[src/rtl/keyed_wdog_pkg.sv]
package keyed_wdog_pkg;

  typedef enum logic [2:0] {
    RG_CTRL     = 3'd0,
    RG_CTRL_CLR = 3'd1,
    RG_CTRL_SET = 3'd2,
    RG_STAT     = 3'd4,
    RG_STAT_CLR = 3'd5,
    RG_STAT_SET = 3'd6
  } reg_sel_e;

  localparam int RUN_BIT = 15;
  localparam int PS_LSB  = 8;
  localparam int CS_LSB  = 6;
  localparam int WIN_BIT = 0;
  localparam int TMO_BIT = 4;

endpackage

[src/rtl/keyed_wdog_regs.sv]
module keyed_wdog_regs
  import keyed_wdog_pkg::*;
#(
  parameter int          ADDR_W = 3,
  parameter int          PS_W   = 5,
  parameter int          CS_W   = 2,
  parameter logic [15:0] KEY    = 16'h5743,
  parameter bit          RUN_RST = 1'b0
) (
  input  logic              clk,
  input  logic              rst,
  input  logic [PS_W-1:0]   cfg_ps,
  input  logic [CS_W-1:0]   cfg_clksel,
  input  logic              cfg_window,
  input  logic              bus_sel,
  input  logic              bus_wr,
  input  logic [ADDR_W-1:0] bus_addr,
  input  logic [3:0]        bus_be,
  input  logic [31:0]       bus_wdata,
  output logic [31:0]       bus_rdata,
  input  logic              expire,
  output logic              run_o,
  output logic [PS_W-1:0]   ps_o,
  output logic              restart_o,
  output logic              flag_o
);

  logic            run_q, run_n;
  logic            flag_q, flag_n;
  logic            quiet_q;
  logic [PS_W-1:0] ps_q;
  logic [CS_W-1:0] cs_q;
  logic            win_q;
  logic            in_map, access, wr_acc;
  reg_sel_e        sel;
  logic [31:0]     ctrl_word, stat_word;

  assign in_map = (bus_addr >> 3) == '0;
  assign sel    = reg_sel_e'(bus_addr[2:0]);
  assign access = bus_sel && in_map && !quiet_q;
  assign wr_acc = access && bus_wr;

  wire unused_wbits = ^{bus_wdata[14:5], bus_wdata[3:0]};

  // run bit next state
  always_comb begin
    run_n = run_q;
    if (wr_acc && bus_be[1]) begin
      case (sel)
        RG_CTRL:     run_n = bus_wdata[RUN_BIT];
        RG_CTRL_CLR: if (bus_wdata[RUN_BIT]) run_n = 1'b0;
        RG_CTRL_SET: if (bus_wdata[RUN_BIT]) run_n = 1'b1;
        default:     run_n = run_q;
      endcase
    end
  end

  // timeout flag next state; expiry wins over a same-cycle clear
  always_comb begin
    flag_n = flag_q;
    if (wr_acc && bus_be[0]) begin
      case (sel)
        RG_STAT:     flag_n = bus_wdata[TMO_BIT];
        RG_STAT_CLR: if (bus_wdata[TMO_BIT]) flag_n = 1'b0;
        RG_STAT_SET: if (bus_wdata[TMO_BIT]) flag_n = 1'b1;
        default:     flag_n = flag_q;
      endcase
    end
    if (expire) flag_n = 1'b1;
  end

  assign restart_o = wr_acc && (sel == RG_CTRL) && (bus_be == 4'b1100)
                     && (bus_wdata[31:16] == KEY);

  always_comb begin
    ctrl_word                    = '0;
    ctrl_word[RUN_BIT]           = run_q;
    ctrl_word[PS_LSB +: PS_W]    = ps_q;
    ctrl_word[CS_LSB +: CS_W]    = cs_q;
    ctrl_word[WIN_BIT]           = win_q;
    stat_word                    = '0;
    stat_word[TMO_BIT]           = flag_q;
  end

  always_ff @(posedge clk) begin
    if (rst) begin
      run_q     <= RUN_RST;
      flag_q    <= 1'b0;
      quiet_q   <= 1'b0;
      ps_q      <= cfg_ps;
      cs_q      <= cfg_clksel;
      win_q     <= cfg_window;
      bus_rdata <= '0;
    end else begin
      run_q     <= run_n;
      flag_q    <= flag_n;
      quiet_q   <= run_q && !run_n;
      bus_rdata <= (access && !bus_wr) ? (bus_addr[2] ? stat_word : ctrl_word) : '0;
    end
  end

  assign run_o  = run_q;
  assign ps_o   = ps_q;
  assign flag_o = flag_q;

endmodule

[src/rtl/keyed_wdog_timer.sv]
module keyed_wdog_timer #(
  parameter int PRE_W = 5,
  parameter int PS_W  = 5
) (
  input  logic            clk,
  input  logic            rst,
  input  logic            run,
  input  logic            restart,
  input  logic [PS_W-1:0] ps,
  output logic            expire_o
);

  localparam int CNT_W = 1 << PS_W;

  logic [PRE_W-1:0] pre_q;
  logic [CNT_W-1:0] cnt_q, term;
  logic             tick;

  assign tick = &pre_q;
  assign term = (CNT_W'(1) << ps) - CNT_W'(1);

  always_ff @(posedge clk) begin
    if (rst || !run || restart) begin
      pre_q    <= '0;
      cnt_q    <= '0;
      expire_o <= 1'b0;
    end else begin
      pre_q    <= pre_q + PRE_W'(1);
      expire_o <= 1'b0;
      if (tick) begin
        if (cnt_q == term) begin
          cnt_q    <= '0;
          expire_o <= 1'b1;
        end else begin
          cnt_q <= cnt_q + CNT_W'(1);
        end
      end
    end
  end

endmodule

[src/rtl/keyed_watchdog.sv]
module keyed_watchdog #(
  parameter int          ADDR_W  = 3,
  parameter int          PRE_W   = 5,
  parameter int          PS_W    = 5,
  parameter int          CS_W    = 2,
  parameter logic [15:0] KEY     = 16'h5743,
  parameter bit          RUN_RST = 1'b0
) (
  input  logic              clk,
  input  logic              rst,
  input  logic [PS_W-1:0]   cfg_ps,
  input  logic [CS_W-1:0]   cfg_clksel,
  input  logic              cfg_window,
  input  logic              bus_sel,
  input  logic              bus_wr,
  input  logic [ADDR_W-1:0] bus_addr,
  input  logic [3:0]        bus_be,
  input  logic [31:0]       bus_wdata,
  output logic [31:0]       bus_rdata,
  output logic              rst_req
);

  logic            ctrl_run;
  logic            tmo_flag;
  logic            restart;
  logic [PS_W-1:0] ps_q;

  keyed_wdog_regs #(
    .ADDR_W(ADDR_W), .PS_W(PS_W), .CS_W(CS_W), .KEY(KEY), .RUN_RST(RUN_RST)
  ) u_regs (
    .clk(clk), .rst(rst),
    .cfg_ps(cfg_ps), .cfg_clksel(cfg_clksel), .cfg_window(cfg_window),
    .bus_sel(bus_sel), .bus_wr(bus_wr), .bus_addr(bus_addr),
    .bus_be(bus_be), .bus_wdata(bus_wdata), .bus_rdata(bus_rdata),
    .expire(rst_req), .run_o(ctrl_run), .ps_o(ps_q),
    .restart_o(restart), .flag_o(tmo_flag)
  );

  keyed_wdog_timer #(.PRE_W(PRE_W), .PS_W(PS_W)) u_timer (
    .clk(clk), .rst(rst), .run(ctrl_run), .restart(restart),
    .ps(ps_q), .expire_o(rst_req)
  );

endmodule

[config.mk]
export PLATFORM = sky130hd
export DESIGN_NAME = keyed_watchdog
export DESIGN_NICKNAME = d
export VERILOG_FILES = /design/src/rtl/keyed_wdog_pkg.sv /design/src/rtl/keyed_wdog_regs.sv /design/src/rtl/keyed_wdog_timer.sv /design/src/rtl/keyed_watchdog.sv
export SDC_FILE = /design/constraint.sdc
export NUM_CORES = 1
export LEC_CHECK = 0
export ABC_AREA = 1
export BUFFER_PORTS_ARGS = -buffer_cell sky130_fd_sc_hd__buf_2
export CAP_MARGIN = 20
export CORE_ASPECT_RATIO = 1.75
export CORE_MARGIN = 3
export CORE_UTILIZATION = 60
export CTS_BUF_LIST = sky130_fd_sc_hd__clkbuf_16
export DETAILED_ROUTE_END_ITERATION = 7
export GPL_TIMING_DRIVEN = 0
export PLACE_DENSITY_LB_ADDON = 0.05
export SLEW_MARGIN = 20
export SYNTH_ARGS = -nofsm -noshare
export SYNTH_HDL_FRONTEND = slang
export SYNTH_SLANG_ARGS = --single-unit
[constraint.sdc]
create_clock -name clk -period 4.4 [get_ports clk]
set_input_delay 0.22 -clock clk [delete_from_list [all_inputs] [get_ports clk]]
set_output_delay 0.22 -clock clk [all_outputs]
set_load 0.1 [all_outputs]
==> summary.md <==
| Metric | Value |
|---|---|
| RSZ-0062 raised after global routing | `false` |
| Peak VDD IR | `0.000311 V` |
| Pre-antenna DRT Iters | `7` |
| First-pass GRT wire length | `18,700 um` |
| Largest net degree at the start of global routing | `14` |
| Row count | `39` |
| H-tree Lvls | `3` |
| Wire length per cell | `13.9 um` |
| DRT Wirelength | `11,200 um` |
| Vias | `~4,300` |
| Synth area leaders | `dfxtp_1, nand2_1, nor2_1` |
| I/O pins | `between 80 and 90` |
| Largest area contributor in the netlist | `dfxtp_1` |
| Post-CTS Setup Bufs | `0` |
| Final slew viol count | `0` |
| Core footprint | `0.00664 mm2` |
| Design area | `0.00489 mm2` |
| CTS root buf | `clkbuf_16` |
| Clk_skew | `approximately 7 ps` |
| Period utilization | `between 60% and 70%` |
| Routed Antenna Nets | `0` |
| Mapped Avg Cell Area | `6.49 um2` |
| EDFF count, synth | `8` |
| WS Path Type | `reg -> reg` |
| Antenna violations before repair | `0` |
| Pwr Density | `323 mW/mm2` |
| WP data arrival | `3180 ps` |
| Post-layout min period | `2970 ps` |
| DIE HEIGHT | `116 um` |
| Diodes inserted | `0` |
| CP delay by family, top | `simple AND/OR/NAND/NOR gates` |
| Min-Delay Startpoint | `cfg_clksel[0]` |
| Slowest Stage Delay on Critical Path | `360 ps` |
| Die width | `69.0 um` |
| Seq. cell area | `0.00126 mm2` |
| Total gr overflow | `0` |
| Via density | `~5.3` |
| Tot GR Track Use | `29.3%` |
| Worst Hold Class | `in -> reg` |
| Most common flop cell mapped by yosys | `dfxtp_1` |
| R2R Setup Slk | `1430 ps` |
| Initial DRC count | `212` |
| Die area | `0.00803 mm2` |
| Vias in the first global route | `roughly 4,200` |
| CP startpoint kind | `register` |
| Max frequency | `337 MHz` |
| Multi-input logic area | `0.00240 mm2` |
| DRC | `0` |
| Status | `finished clean` |
| Async SR Flop Fraction | `0%` |
| Yosys warnings | `0` |
| Buffers from clock root to sink, at most | `2` |
| FF-to-FF Start | `u_regs.ps_o[2]$_DFFE_PP_` |
| Number of buffers created by CTS | `9` |
| Setup crit start | `u_regs.ps_o[2]$_DFFE_PP_` |
| Most used cell, CP | `nor2_1` |
| Register area share after synthesis | `30.2%` |
| Area of the mapped netlist | `0.00417 mm2` |
| Layout fillers | `544` |
| Placer Congestion | `0.966` |
| Seq cells post-synth | `roughly 60` |
| CTS tree | `built` |
| Netlist cell types | `40` |
| Commonest cells in the netlist | `nand2_1, nor2_1, inv_1` |
| Area added between synthesis and finish | `17.1%` |
| Final hold violation count | `0` |
| CP cell instances | `buf_4 > inv_2 > buf_4 > nand3_1 > ha_1 > inv_1 > nand2_1 > nand3_1 > nor2_1 > nand2_1 > nor2_1 > nand3_1 > nor2_1 > nand2_1 > nor2_1 > nand3_1 > nor2_1 > nand4_2 > nand2_4 > buf_6 > nor2_1` |
| Post-synthesis cell count | `643` |
| CP endpoint kind | `register` |
| Max FO, Critical Path | `10` |
| Final setup viols | `0` |
| DP Area | `0.00459 mm2` |
| Leakage power | `0.00227 uW` |
| Clk sinks | `59` |
| IO buf count | `47` |
| DP HPWL | `8800 um` |
| Resized cells post-CTS | `0` |
| Data required, critical path | `between 4000 and 5000 ps` |
| Clk pin slew, worst setup/hold paths | `50 ps` |
| Setup TNS | `0 ps` |
| Layout cells sized above 1 | `18.6%` |
| Critical path's slowest cell | `edfxtp_1` |
| Worst skew pair latency | `330 ps` |
| Initial Utilization | `62.9%` |
| Post-CTS Hold Fix Bufs | `0` |
| Max_cap viols | `0` |
| # nets final | `777` |
| Top-count cell post-synth | `nand2_1` |
| Synth top area share | `24.5%` |
| Crit path buffers/inverters | `5` |
[sequential cells by signal, summed over array words and instances, names as in the netlist, 2 cells and up]
| register | count |
|---|---|
| u_regs.ps_o | 5 |
| u_timer.cnt_q | 32 |
| u_regs.cs_q | 2 |
| u_timer.pre_q | 5 |
| u_regs.bus_rdata | 10 |
[cell usage in the layout (no fill, tap or decap), drive strengths merged]
| cell type | Yosys | routed |
|---|---|---|
| buf | 33 | 80 |
| a21oi | 7 | 7 |
| nor3 | 8 | 8 |
| a31oi | 1 | 1 |
| nor4 | 6 | 6 |
| nand4 | 18 | 18 |
| o2111ai | 1 | 1 |
| clkbuf | 1 | 12 |
| nor3b | 1 | 1 |
| or3 | 1 | 1 |
| inv | 81 | 81 |
| or2 | 3 | 3 |
| a22oi | 1 | 1 |
| o211ai | 1 | 1 |
| a41oi | 1 | 1 |
| ha | 4 | 4 |
| edfxtp | 8 | 8 |
| dfxtp | 51 | 51 |
| nand2 | 161 | 161 |
| o22ai | 2 | 2 |
| xnor2 | 5 | 5 |
| conb | 1 | 22 |
| a211oi | 1 | 1 |
| clkinv | 0 | 4 |
| and2 | 1 | 1 |
| o21ai | 8 | 8 |
| nand3 | 60 | 60 |
| and3 | 1 | 1 |
| xor2 | 35 | 35 |
| nor2 | 141 | 141 |
[through the flow]
stage / hold WS [ps] / utilization, % / instances / worst slack (ps) / total power, uW
floorplan: 289 / - / 664 / 1910 / 839
global placement: 397 / 69.2 / 793 / 1490 / 898
detailed placement: 398 / 69.2 / 793 / 1450 / 903
CTS: 56.8 / 73.6 / 808 / 1430 / 1590
global route: 58.4 / 73.6 / 808 / 1160 / 1640
finish: 63.7 / 73.6 / 808 / 1430 / 1580
[per-layer routing]
metal,track usage (%),routed length (um),up-vias
met4,22.9,739,0
met5,0,0,-
li1,-,-,2144
met2,55.7,5990,167
met3,4.74,539,53
met1,27.6,3940,1890
[cell type report]
cell class                      count  share of cell area [%]
Clock buffer                       11                    5.63
Timing Repair Buffer               47                    4.81
Clock inverter                      4                   0.435
Inverter                           81                    6.22
Tap cell                           82                    2.10
Multi-Input combinational cell    490                    49.1
Sequential cell                    59                    25.8
Buffer                             34                    5.86
[kinds of logic after synthesis]
| kind of cell | synth area share (%) |
|---|---|
| XOR/XNOR | 8.40 |
| adder cells (fa/ha/maj) | 1.20 |
| AO/OA/AOI/OAI | 3.21 |
| flip-flops | 30.2 |
| AND/OR/NAND/NOR | 42.7 |
| buffers and inverters | 14.2 |
| other | 0.0899 |
[worst reg2reg max path, delay by kind of cell (launching register included)]
family | cells | cell delay [ps]
adders and majority gates | 1 | 360
buffers and inverters | 5 | 680
DFF | 1 | 360
and+or+nand+nor | 15 | 1430
[worst paths after layout]
kind	depth (start not counted)	end
worst max-delay path	21	u_timer.cnt_q[28]$_SDFFE_PP0P_
worst min-delay path	1	u_regs.cs_q[0]$_DFFE_PP_
worst max register to register	21	u_timer.cnt_q[28]$_SDFFE_PP0P_
worst min register to register	1	u_timer.pre_q[0]$_SDFF_PP0_
[power by group]
group	internal, uW	total [uW]	switching, uW
logic	92.9	338	245
clock network	442	682	240
registers	555	559	3.76
Note: power is estimated with default switching activity, not from simulation.
